`config.mk`:
```
export PLATFORM = sky130hd
export DESIGN_NAME = tap_ctrl
export DESIGN_NICKNAME = d
export VERILOG_FILES = /design/src/rtl/tap_pkg.sv /design/src/rtl/tap_fsm.sv /design/src/rtl/tap_ir.sv /design/src/rtl/tap_dr.sv /design/src/rtl/tap_ctrl.sv
export SDC_FILE = /design/constraint.sdc
export NUM_CORES = 1
export LEC_CHECK = 0
export ABC_AREA = 1
export BUFFER_PORTS_ARGS = -buffer_cell sky130_fd_sc_hd__clkbuf_2
export CAP_MARGIN = 15
export CORE_ASPECT_RATIO = 1.2
export CORE_MARGIN = 2
export CORE_UTILIZATION = 58
export DETAILED_ROUTE_END_ITERATION = 12
export GPL_ROUTABILITY_DRIVEN = 0
export PLACE_DENSITY_LB_ADDON = 0.05
export SLEW_MARGIN = 20
export SYNTH_ARGS = -nofsm -noshare
export SYNTH_HDL_FRONTEND = slang
export SYNTH_SLANG_ARGS = --single-unit
export TNS_END_PERCENT = 5
```
`constraint.sdc`:
```
create_clock -name scan_clk -period 2.3 [get_ports scan_clk]
set_clock_uncertainty 0.15 [all_clocks]
set_input_delay 0.23 -clock scan_clk [delete_from_list [all_inputs] [get_ports scan_clk]]
set_output_delay 0.23 -clock scan_clk [all_outputs]
set_load 0.02 [all_outputs]
```
`src/rtl/tap_pkg.sv`:
```
package tap_pkg;

    localparam int IR_W = 4;
    typedef logic [IR_W-1:0] opcode_t;

    localparam opcode_t OP_EXTEST   = 4'b0000;
    localparam opcode_t OP_SAMPLE   = 4'b1000;
    localparam opcode_t OP_IDCODE   = 4'b1011;
    localparam opcode_t OP_BYPASS   = 4'b1111;
    localparam opcode_t OP_HIGHZ    = 4'b0111;
    localparam opcode_t OP_CLAMP    = 4'b0100;
    localparam opcode_t OP_CORE_RST = 4'b1100;
    localparam opcode_t IR_CAP_PAT  = 4'b0001;

    typedef enum logic [3:0] {
        ST_TLR, ST_RTI,
        ST_SEL_DR, ST_CAP_DR, ST_SH_DR, ST_EX1_DR, ST_PAUSE_DR, ST_EX2_DR, ST_UPD_DR,
        ST_SEL_IR, ST_CAP_IR, ST_SH_IR, ST_EX1_IR, ST_PAUSE_IR, ST_EX2_IR, ST_UPD_IR
    } tap_state_e;

    typedef enum logic [1:0] {DR_BYP, DR_ID, DR_BND} dr_sel_e;

    typedef struct packed {
        dr_sel_e dr_sel;
        logic    drive_bnd;
        logic    hiz;
        logic    clamp;
        logic    core_rst;
    } tap_ctl_t;

    function automatic tap_state_e tap_next(tap_state_e s, logic m);
        case (s)
            ST_TLR:      return m ? ST_TLR    : ST_RTI;
            ST_RTI:      return m ? ST_SEL_DR : ST_RTI;
            ST_SEL_DR:   return m ? ST_SEL_IR : ST_CAP_DR;
            ST_CAP_DR:   return m ? ST_EX1_DR : ST_SH_DR;
            ST_SH_DR:    return m ? ST_EX1_DR : ST_SH_DR;
            ST_EX1_DR:   return m ? ST_UPD_DR : ST_PAUSE_DR;
            ST_PAUSE_DR: return m ? ST_EX2_DR : ST_PAUSE_DR;
            ST_EX2_DR:   return m ? ST_UPD_DR : ST_SH_DR;
            ST_UPD_DR:   return m ? ST_SEL_DR : ST_RTI;
            ST_SEL_IR:   return m ? ST_TLR    : ST_CAP_IR;
            ST_CAP_IR:   return m ? ST_EX1_IR : ST_SH_IR;
            ST_SH_IR:    return m ? ST_EX1_IR : ST_SH_IR;
            ST_EX1_IR:   return m ? ST_UPD_IR : ST_PAUSE_IR;
            ST_PAUSE_IR: return m ? ST_EX2_IR : ST_PAUSE_IR;
            ST_EX2_IR:   return m ? ST_UPD_IR : ST_SH_IR;
            ST_UPD_IR:   return m ? ST_SEL_DR : ST_RTI;
            default:     return ST_TLR;
        endcase
    endfunction

    function automatic tap_ctl_t tap_decode(opcode_t op);
        tap_ctl_t c;
        c.dr_sel    = DR_BYP;
        c.drive_bnd = 1'b0;
        c.hiz       = 1'b0;
        c.clamp     = 1'b0;
        c.core_rst  = 1'b0;
        case (op)
            OP_EXTEST: begin
                c.dr_sel    = DR_BND;
                c.drive_bnd = 1'b1;
            end
            OP_SAMPLE:   c.dr_sel = DR_BND;
            OP_IDCODE:   c.dr_sel = DR_ID;
            OP_HIGHZ:    c.hiz    = 1'b1;
            OP_CLAMP: begin
                c.clamp     = 1'b1;
                c.drive_bnd = 1'b1;
            end
            OP_CORE_RST: c.core_rst = 1'b1;
            default: ;
        endcase
        return c;
    endfunction

    function automatic logic [31:0] id_word(logic [3:0] rev, logic [15:0] dev, logic [10:0] mfr);
        return {rev, dev, mfr, 1'b1};
    endfunction

endpackage

```
`src/rtl/tap_fsm.sv`:
```
module tap_fsm
    import tap_pkg::*;
(
    input  logic       clk,
    input  logic       rst,
    input  logic       mode,
    output tap_state_e state
);
    always_ff @(posedge clk) begin
        if (rst) state <= ST_TLR;
        else     state <= tap_next(state, mode);
    end
endmodule

```
`src/rtl/tap_ir.sv`:
```
module tap_ir
    import tap_pkg::*;
(
    input  logic       clk,
    input  logic       rst,
    input  tap_state_e state,
    input  logic       sdi,
    output logic       ir_sdo,
    output opcode_t    cur_op
);
    opcode_t sh_q;

    always_ff @(posedge clk) begin
        if (rst) begin
            sh_q <= IR_CAP_PAT;
        end else if (state == ST_CAP_IR) begin
            sh_q <= IR_CAP_PAT;
        end else if (state == ST_SH_IR) begin
            sh_q <= {sdi, sh_q[IR_W-1:1]};
        end
    end

    always_ff @(posedge clk) begin
        if (rst || state == ST_TLR) cur_op <= OP_IDCODE;
        else if (state == ST_UPD_IR) cur_op <= sh_q;
    end

    assign ir_sdo = sh_q[0];
endmodule

```
`src/rtl/tap_dr.sv`:
```
module tap_dr
    import tap_pkg::*;
#(
    parameter int          BSR_LEN = 8,
    parameter logic [31:0] ID_VAL  = 32'h0000_0001
) (
    input  logic               clk,
    input  logic               rst,
    input  tap_state_e         state,
    input  dr_sel_e            sel,
    input  logic               sdi,
    input  logic [BSR_LEN-1:0] pin_in,
    output logic               dr_sdo,
    output logic [BSR_LEN-1:0] bnd_upd
);
    localparam int ID_W = 32;

    logic               byp_q;
    logic [ID_W-1:0]    id_q;
    logic [BSR_LEN-1:0] bsh_q;

    logic cap, sh;
    assign cap = (state == ST_CAP_DR);
    assign sh  = (state == ST_SH_DR);

    always_ff @(posedge clk) begin
        if (rst) begin
            byp_q   <= 1'b0;
            id_q    <= '0;
            bsh_q   <= '0;
            bnd_upd <= '0;
        end else begin
            if (cap && sel == DR_BYP)     byp_q <= 1'b0;
            else if (sh && sel == DR_BYP) byp_q <= sdi;

            if (cap && sel == DR_ID)      id_q <= ID_VAL;
            else if (sh && sel == DR_ID)  id_q <= {sdi, id_q[ID_W-1:1]};

            if (cap && sel == DR_BND)     bsh_q <= pin_in;
            else if (sh && sel == DR_BND) begin
                if (BSR_LEN == 1) bsh_q <= sdi;
                else              bsh_q <= {sdi, bsh_q[BSR_LEN-1:1]};
            end

            if (state == ST_UPD_DR && sel == DR_BND) bnd_upd <= bsh_q;
        end
    end

    always_comb begin
        case (sel)
            DR_ID:   dr_sdo = id_q[0];
            DR_BND:  dr_sdo = bsh_q[0];
            default: dr_sdo = byp_q;
        endcase
    end
endmodule

```
`src/rtl/tap_ctrl.sv`:
```
module tap_ctrl
    import tap_pkg::*;
#(
    parameter int          BSR_LEN     = 8,
    parameter logic [15:0] DEVICE_CODE = 16'hC002,
    parameter logic [3:0]  REVISION    = 4'h0,
    parameter logic [10:0] MFR_CODE    = 11'h034
) (
    input  logic               scan_clk,
    input  logic               tap_rst,
    input  logic               mode_sel,
    input  logic               scan_in,
    output logic               scan_out,
    output logic               scan_out_en,
    input  logic [BSR_LEN-1:0] pin_in,
    output logic [BSR_LEN-1:0] bnd_out,
    output logic               drive_from_bnd,
    output logic               force_hiz,
    output logic               clamp_req,
    output logic               core_rst_pulse
);
    localparam logic [31:0] ID_VAL = id_word(REVISION, DEVICE_CODE, MFR_CODE);

    tap_state_e state_q;
    opcode_t    cur_op;
    tap_ctl_t   ctl;
    logic       ir_sdo, dr_sdo, sdo_mux;
    logic       was_idle_q;

    tap_fsm u_fsm (
        .clk   (scan_clk),
        .rst   (tap_rst),
        .mode  (mode_sel),
        .state (state_q)
    );

    tap_ir u_ir (
        .clk    (scan_clk),
        .rst    (tap_rst),
        .state  (state_q),
        .sdi    (scan_in),
        .ir_sdo (ir_sdo),
        .cur_op (cur_op)
    );

    assign ctl = tap_decode(cur_op);

    tap_dr #(.BSR_LEN(BSR_LEN), .ID_VAL(ID_VAL)) u_dr (
        .clk     (scan_clk),
        .rst     (tap_rst),
        .state   (state_q),
        .sel     (ctl.dr_sel),
        .sdi     (scan_in),
        .pin_in  (pin_in),
        .dr_sdo  (dr_sdo),
        .bnd_upd (bnd_out)
    );

    assign sdo_mux = (state_q == ST_SH_IR) ? ir_sdo : dr_sdo;

    // Output stage retimed to the falling edge of the test clock.
    always_ff @(negedge scan_clk) begin
        if (tap_rst) begin
            scan_out    <= 1'b0;
            scan_out_en <= 1'b0;
        end else begin
            scan_out    <= sdo_mux;
            scan_out_en <= (state_q == ST_SH_IR) || (state_q == ST_SH_DR);
        end
    end

    // Remembers idle occupancy so the core reset fires once per entry.
    always_ff @(posedge scan_clk) begin
        if (tap_rst) was_idle_q <= 1'b0;
        else         was_idle_q <= (state_q == ST_RTI);
    end

    assign core_rst_pulse = ctl.core_rst && (state_q == ST_RTI) && !was_idle_q;
    assign drive_from_bnd = ctl.drive_bnd;
    assign force_hiz      = ctl.hiz;
    assign clamp_req      = ctl.clamp;
endmodule

```
==> flow_summary.yaml, run 1 <==
timing:
  rsz0062_at_grt: "true"
  setup_slack_ns: -0.266
  slew_headroom_pct: 66.8
  setup-tns-final_ns: -0.401
  worst_pin_slew_ns: 0.497
  hold_viol: 0
  setup_violations: 3
  maxSlewViolCount: 0
logic_synthesis:
  synth-seq-cells: 64
  seq_area_frac_synth_pct: 45.7
  syn_inst: 417
  synth_largest_area_cell: "dfxtp_1"
  synthDistinctLibCells: 21
  yosys-top-cells-area: "dfxtp_1 (46%), nand2_1 (21%), a21oi_1 (9.5%)"
  synth_top_area_share_pct: 45.7
  synth_area_mm2: 0.00280
  syn_nets: 432
  syn_area_per_cell_um2: 6.72
  yosysWarnings: 0
grt:
  antenna_found_initial: 0
  grt_pass1_vias: 2402
  grt_max_degree: 33
  grt_pass1_wl_mm: 10.0
  grt_overflow_total: 0
  grt_usage_pct: 24.5
power:
  combPwrFrac_pct: 4.9
  p_per_area_mw_per_mm2: 680
  p_int_uw: 1800
  clkPwrFrac_pct: 47.3
  vdd_drop_max_mv: 0.544
  p_sw_uw: 535
  switching_share_pct: 22.9
  p_leak_uw: 0.00166
  p_total_uw: 2340
  p_seq_share_pct: 47.9
layout:
  drive_gt1_share_pct: 19.9
  final_util_pct: 74.3
  syn_to_final_growth_pct: 22.7
  final_nets: 482
  design_area_mm2: 0.00344
  final_common_cell: "nand2_1"
  n_antenna_cell: 0
  fillers: 387
  final_cell_mix: "nand2_1 (156), dfxtp_1 (59), a21oi_1 (52)"
  layout.cells.non_filler: 530
detailed_routing:
  vias: 2617
  first_pass_iters: 5
  drtIter0Drc: 151
  wirelength_mm: 6.05
  viasPerCell: 4.94
  routedWlPerCell_um: 11.4
  ant_nets: 0
  drcViolationCount: 0
die:
  die_y_um: 80.2
  core_mm2: 0.00463
  initial_core_util_pct: 60.6
  die_w_um: 67.5
  ios: 26
  die-area_mm2: 0.00541
  row_count: 27
clock_network:
  htree_levels: 3
  clkSinkCount: 64
  clock_latency_ns: 0.34
  clock_path_buffers: 2
  cts-root-buf: "clkbuf_8"
  tritoncts: "yes"
  numCtsBuffers: 9
  clkTransAtPathRegs_ns: 0.07
setup_path:
  crit_slowest_cell: "dfxtp_2"
  crit_family: "flip-flops"
  cp-end-kind: "flip-flop"
  worstPathMaxFanout: 3
  critPathArrivalTime_ns: 1.52
  worst-path-buf-inv: 2
  slowest_delay_ns: 0.34
  cp-start-kind: "flip-flop"
  crit_chain: "nor2_2 > inv_2 > nor2_4 > inv_2 > ha_4 > nand2_2 > a21oi_2 > a21oi_1 > a21oi_1"
  critPathRequiredTime_ns: 1.26
  path_class: "reg2reg"
placed_design:
  place_area_mm2: 0.00316
  numPlacedInstances: 511
  port_buffers: 25
  dp_hpwl_mm: 4.06
outcome:
  status: "finished, violations left"
  violations: "negative setup slack"
run:
  cap_violations: 0
min_path:
  min_path_type: "in2reg"
-- Yosys cell counts, drive strengths merged --
cell type	count
ha	3
o21ai	11
nor3	1
buf	9
nand3	16
nor4	1
o221ai	1
nor2	40
nand4	2
dfxtp	64
nand2	160
inv	51
clkbuf	5
a21oi	53
-- sequential cells by signal (all words and copies together), names as in the netlist --
register and count:
scan_out 1, scan_out_en 1, u_dr.bnd_upd 8, u_dr.bsh_q 8, u_dr.byp_q 1, u_dr.id_q 32
u_fsm.state 4, u_ir.cur_op 4, u_ir.sh_q 4, was_idle_q 1
-- final timing paths --
| path | start | endpoint | slack (ns) | depth (start not counted) |
|---|---|---|---|---|
| setup / recovery | u_ir.cur_op[0]$_SDFFE_PP1P_ | scan_out$_SDFF_NP0_ | -0.27 | 9 |
| hold / removal | tap_rst | u_fsm.state[1]$_SDFF_PP0_ | 0.03 | 2 |
| setup reg to reg | u_ir.cur_op[0]$_SDFFE_PP1P_ | scan_out$_SDFF_NP0_ | -0.27 | 9 |
| hold reg to reg | u_dr.bnd_upd[5]$_SDFFE_PP0P_ | u_dr.bnd_upd[5]$_SDFFE_PP0P_ | 0.29 | 2 |
-- power groups by stage --
stage,Clock [µW],Combinational (µW),Sequential (µW)
after floorplan,8.17,70.3,1150
after CTS,1130,113,1120
final,1100,114,1120
after global placement,8.17,110,1140
after global routing,1180,128,1120
after detailed placement,8.17,111,1140
-- metrics by stage --
step           setup slack [ns]  hold WS (ns)
6_report                 -0.266        0.0331
5_1_grt                  -0.349        0.0254
4_1_cts                  -0.259        0.0160
3_5_place_dp             -0.342         0.286
3_3_place_gp             -0.291         0.282
2_1_floorplan            -0.266         0.223
-- timing repair --
action	in CTS	in global routing
gates resized for setup	12	1
setup buffers	2	0
endpoints found under the setup margin	3	3
hold buffers	0	0
pin swaps	5	1
-- per-layer routing --
metal	track usage, %	vias up	part of all wire [%]
met5	0	-	0
met4	10.0	0	1.3
met2	41.0	46	50
met3	7.14	7	3.5
li1	-	1389	-
met1	28.9	1175	45
-- worst register-to-register path: stages (launching register included) --
cell	delay, ns
dfxtp_2	0.34
nor2_2	0.14
inv_2	0.07
nor2_4	0.12
inv_2	0.07
ha_4	0.16
nand2_2	0.06
a21oi_2	0.04
a21oi_1	0.11
a21oi_1	0.08
-- final cells by class --
class	instances	area, µm²	share of cell area (%)
flip-flops and latches	64	1290	37.4
well taps	58	72.6	2.11
clock inverters	8	97.6	2.84
repair buffers	52	350	10.2
clock buffers	10	138	4.00
multi-input cells	288	1310	38.0
inverters	50	188	5.46
-- logic make-up after synthesis --
| logic type | synth area share [%] |
|---|---|
| compound gates | 11.7 |
| fa+ha+maj | 1.34 |
| buf+inv | 9.68 |
| flops | 45.7 |
| simple gates | 31.5 |
Power figures use the tool's default switching activity.
==> inputs of run 2 (changes only) <==
CORE_UTILIZATION = 32   (was 58)
==> run 2 against run 1 <==
  * The flow still finishes with violations (negative setup slack)
  * Wire length increased by 6.8%
  * First-iteration DRC count decreased by 43%
  * Cell area increased by 2.5%
  * Sequential power about the same
  * Die area increased by 76%
  * Clock-buffer cell count unchanged
  * Critical path depth decreased by 2
==> flow_summary.yaml, run 2 (synthesis results as in run 1) <==
die:
  die-area_mm2: 0.00953
  die_y_um: 107
  initial_core_util_pct: 32.7
  die_w_um: 89.5
  ios: 26
  core_mm2: 0.00856
  row_count: 37
layout:
  fillers: 946
  top_register: "u_dr.id_q"
  drive_gt1_share_pct: 19.3
  n_antenna_cell: 0
  reg.largest.list: "u_dr.id_q (32), u_dr.bnd_upd (8), u_dr.bsh_q (8)"
  syn_to_final_growth_pct: 25.7
  final_util_pct: 41.2
  final_cell_mix: "nand2_1 (156), dfxtp_1 (60), a21oi_1 (51)"
  layout.cells.non_filler: 588
  multiInputGateArea_mm2: 0.00132
  seq_area_mm2: 0.00129
  largest_register_ffs: 32
  final_nets: 481
  final_common_cell: "nand2_1"
placed_design:
  port_buffers: 25
  post-place-ws_ns: -0.352
  dp_hpwl_mm: 4.37
  numPlacedInstances: 571
clock_network:
  clock_latency_ns: 0.34
  tritoncts: "yes"
  clock_path_buffers: 2
  htree_levels: 3
  cts-root-buf: "clkbuf_8"
  cts_hold_buffers: 0
  cts_setup_buffers: 0
  clkTransAtPathRegs_ns: 0.07
  numCtsBuffers: 9
  clkSinkCount: 64
setup_path:
  cp-end-kind: "flip-flop"
  cp-start-kind: "flip-flop"
  critPathArrivalTime_ns: 1.60
  worstPathMaxFanout: 3
  critPathRequiredTime_ns: 1.31
  r2r_slack_ns: -0.29
  path_class: "reg2reg"
detailed_routing:
  routedWlPerCell_um: 11.0
  drtIter0Drc: 86
  wirelength_mm: 6.46
  first_pass_iters: 5
  viasPerCell: 4.39
  drcViolationCount: 0
  ant_nets: 0
  vias: 2583
timing:
  worst_pin_slew_ns: 0.525
  maxSlewViolCount: 0
  setup-tns-final_ns: -0.444
  hold_viol: 0
  setup_slack_ns: -0.295
  rsz0062_at_grt: "true"
  setup_violations: 3
  slew_headroom_pct: 65.0
outcome:
  status: "finished, violations left"
  violations: "negative setup slack"
power:
  p_per_area_mw_per_mm2: 660
  clkPwrFrac_pct: 46.8
  p_seq_share_pct: 48.0
  p_sw_uw: 551
  p_int_uw: 1780
  p_leak_uw: 0.00166
  combPwrFrac_pct: 5.2
  vdd_drop_max_mv: 0.264
  switching_share_pct: 23.7
grt:
  grt_pass1_vias: 2314
  grt_max_degree: 33
  antenna_found_initial: 0
  grt_overflow_total: 0
  grt_usage_pct: 14.5
  grt_pass1_wl_mm: 10.8
run:
  cap_violations: 0
min_path:
  min_path_type: "in2reg"
## run 2: cell type report
cell class                 count  share of cell area [%]
multi-input combinational    288                    37.3
sequential                    64                    36.6
timing repair buffer          51                    10.1
inverter                      50                    5.32
tap                          117                    4.15
clock buffer                  10                    3.62
clock inverter                 8                    2.88
## run 2: per-layer routing
layer	part of all wire (%)	GRT usage [%]	vias up
met5	0	0	-
met4	1.7	5.76	0
met3	2.7	2.87	9
met2	46	22.5	34
met1	50	19.7	1152
li1	-	-	1388
## run 2: repair_timing
item / 4_1_cts / 5_1_grt
cloned: 0 / 0
pin swaps: 1 / 5
gates resized for setup: 7 / 8
setup endpoints to repair: 3 / 3
## run 2: path summary, 6_finish.rpt
path,startpoint,to,cells after the start
max,u_ir.cur_op[0]$_SDFFE_PP1P_,scan_out$_SDFF_NP0_,7
min reg2reg,u_dr.bnd_upd[0]$_SDFFE_PP0P_,u_dr.bnd_upd[0]$_SDFFE_PP0P_,2
max reg2reg,u_ir.cur_op[0]$_SDFFE_PP1P_,scan_out$_SDFF_NP0_,7
min,scan_in,u_ir.sh_q[3]$_SDFFE_PP0P_,3
## run 2: critical path, stage by stage (launching register included)
cell and delay [ns]:
dfxtp_4 0.37, nand2_4 0.06, nor3_4 0.22, inv_2 0.08, ha_4 0.25, a21oi_2 0.12, a21oi_2 0.04, a21oi_1 0.12
## run 2: metrics by stage
step           cell area [µm²]  total power, µW  hold slack (ns)
3_3_place_gp              3250             1270            0.281
6_report                  3520             2330           0.0482
2_1_floorplan             2850             1230            0.223
4_1_cts                   3500             2370           0.0369
3_5_place_dp              3250             1270            0.286
5_1_grt                   3520             2430           0.0772
## run 2: power groups by stage
stage                     Sequential [µW]  Combinational, µW  Clock (µW)
after floorplan                      1150               70.3        8.17
after global placement               1140                122        8.17
after detailed placement             1140                121        8.17
after CTS                            1120                122        1120
after global routing                 1120                136        1180
final                                1120                121        1090
==> inputs of run 3 (changes only) <==
CORE_ASPECT_RATIO = 0.5   (was 1.2)
==> run 3 against run 2 <==
  * The flow still finishes with violations (negative setup slack)
  * Wire length fell by 0.40%
  * Clock-buffer cell count rose by 1
  * Via count rose by 0.27%
  * Die area rose by 0.45%
  * Setup slack improved by 0.052 ns
  * Sequential power barely moved
  * Critical path depth rose by 2
  * Register-to-register slack improved by 0.05 ns
  * Largest cell class unchanged
  * Cell count rose by 0.68%
  * Cell area rose by 1.8%
  * Non-clock buffer count rose by 5
==> flow_summary.yaml, run 3 (synthesis results as in run 1) <==
outcome:
  status: "finished, violations left"
  violations: "negative setup slack"
min_path:
  hold-path-endpoint: "u_dr.bsh_q[4]$_SDFFE_PP0P_"
  hp-start: "pin_in[4]"
  holdPathStages: 5
  min_path_type: "in2reg"
setup_path:
  critPathRequiredTime_ns: 1.26
  crit_slowest_cell: "dfxtp_4"
  rr_worst_depth: 9
  slowest_delay_ns: 0.36
  cp-end-kind: "flip-flop"
  critPathArrivalTime_ns: 1.50
  path_class: "reg2reg"
  cp-start-kind: "flip-flop"
  crit_top_cell: "a21oi_2"
  crit_chain: "nor2_4 > inv_2 > nor2_4 > inv_2 > ha_4 > nand2_1 > a21oi_2 > a21oi_2 > a21oi_2"
  worst_r2r_endpoint: "scan_out$_SDFF_NP0_"
  r2r_slack_ns: -0.24
  worstPathMaxFanout: 3
  r2r-start: "u_ir.cur_op[1]$_SDFFE_PP1P_"
placed_design:
  place_area_mm2: 0.00327
  port_buffers: 25
  dp_hpwl_mm: 4.48
layout:
  n_antenna_cell: 0
  final_common_cell: "nand2_1"
  design_area_mm2: 0.00359
  fillers: 906
  syn_to_final_growth_pct: 28.0
  drive_gt1_share_pct: 20.0
  final_nets: 486
  top_register: "u_dr.id_q"
  largest_register_ffs: 32
  final_util_pct: 41.7
  final_cell_mix: "nand2_1 (157), dfxtp_1 (60), a21oi_1 (50)"
  seq_area_mm2: 0.00129
  reg.largest.list: "u_dr.id_q (32), u_dr.bnd_upd (8), u_dr.bsh_q (8)"
  multiInputGateArea_mm2: 0.00132
grt:
  grt_pass1_vias: 2403
  grt_max_degree: 31
  grt_pass1_wl_mm: 11.1
  grt_usage_pct: 14.9
  antenna_found_initial: 0
  grt_overflow_total: 0
power:
  p_sw_uw: 542
  p_leak_uw: 0.00169
  p_seq_share_pct: 46.3
  p_int_uw: 1880
  switching_share_pct: 22.4
  vdd_drop_max_mv: 0.315
  combPwrFrac_pct: 4.9
  p_per_area_mw_per_mm2: 674
  clkPwrFrac_pct: 48.8
timing:
  whs_ns: 0.0731
  rsz0062_at_grt: "true"
  setup_violations: 3
  setup_slack_ns: -0.243
  maxSlewViolCount: 0
  hold_viol: 0
  worst_pin_slew_ns: 0.482
  slew_headroom_pct: 67.7
detailed_routing:
  first_pass_iters: 4
  viasPerCell: 4.38
  ant_nets: 0
  wirelength_mm: 6.43
  routedWlPerCell_um: 10.9
  vias: 2590
  drtIter0Drc: 130
  drcViolationCount: 0
die:
  core_mm2: 0.00862
  ios: 26
  die-area_mm2: 0.00957
  die_w_um: 136
  row_count: 24
  die_y_um: 70.2
  initial_core_util_pct: 32.5
clock_network:
  clock_latency_ns: 0.32
  clkSinkCount: 64
  clkTransAtPathRegs_ns: 0.05
  numCtsBuffers: 9
  clock_path_buffers: 2
  tritoncts: "yes"
  cts-root-buf: "clkbuf_16"
  htree_levels: 3
run:
  cap_violations: 0
[run 3: power by group through the flow]
stage / sequential, µW / clock (µW) / combinational (µW)
after detailed placement: 1140 / 8.17 / 119
final: 1120 / 1180 / 118
after global placement: 1140 / 8.17 / 118
after floorplan: 1150 / 8.17 / 70.3
after global routing: 1120 / 1290 / 134
after CTS: 1120 / 1220 / 120
[run 3: worst max path at each step]
stage | start | endpoint | slack, ns
finish | u_ir.cur_op[1]$_SDFFE_PP1P_ | scan_out$_SDFF_NP0_ | -0.24
global route | u_ir.cur_op[1]$_SDFFE_PP1P_ | scan_out$_SDFF_NP0_ | -0.34
CTS | u_ir.cur_op[1]$_SDFFE_PP1P_ | scan_out$_SDFF_NP0_ | -0.25
detailed placement | u_ir.cur_op[1]$_SDFFE_PP1P_ | scan_out$_SDFF_NP0_ | -0.36
global placement | u_ir.cur_op[1]$_SDFFE_PP1P_ | scan_out$_SDFF_NP0_ | -0.32
floorplan | u_ir.cur_op[1]$_SDFFE_PP1P_ | scan_out$_SDFF_NP0_ | -0.27
[run 3: worst max-delay path: cells and delay by family (launching register included)]
kind,cells,cell delay (ns)
buffers and inverters,2,0.11
adders and majority gates,1,0.15
AOI/OAI and AO/OA,3,0.24
DFF,1,0.36
and+or+nand+nor,3,0.30
[run 3: what timing repair did]
action                                 CTS  global route
endpoints found under the hold margin    0             0
buffers inserted                         1             0
resized for setup                       12             5
setup endpoints to repair                3             3
hold buffers                             0             0
pin swaps                                2             0
[run 3: layout make-up]
cell class | count | area share, %
multi-input combinational | 288 | 36.8
sequential | 64 | 36.0
timing repair buffer | 56 | 10.6
clock buffer | 11 | 6.48
inverter | 50 | 5.23
tap | 117 | 4.08
clock inverter | 6 | 0.837
[run 3: routing by layer]
metal	track usage (%)	wire length, µm
met1	20.2	3350
met2	22.4	2800
met3	5.30	238
met4	4.63	53
met5	0	0
[run 3: through the flow]
step | TNS [ns] | setup slack [ns] | power (µW) | std cells
after floorplan | -0.268 | -0.266 | 1230 | 417
after global placement | -0.317 | -0.317 | 1270 | 575
after detailed placement | -0.356 | -0.356 | 1270 | 575
after CTS | -0.419 | -0.252 | 2460 | 592
after global routing | -0.547 | -0.343 | 2540 | 592
final | -0.358 | -0.243 | 2420 | 592
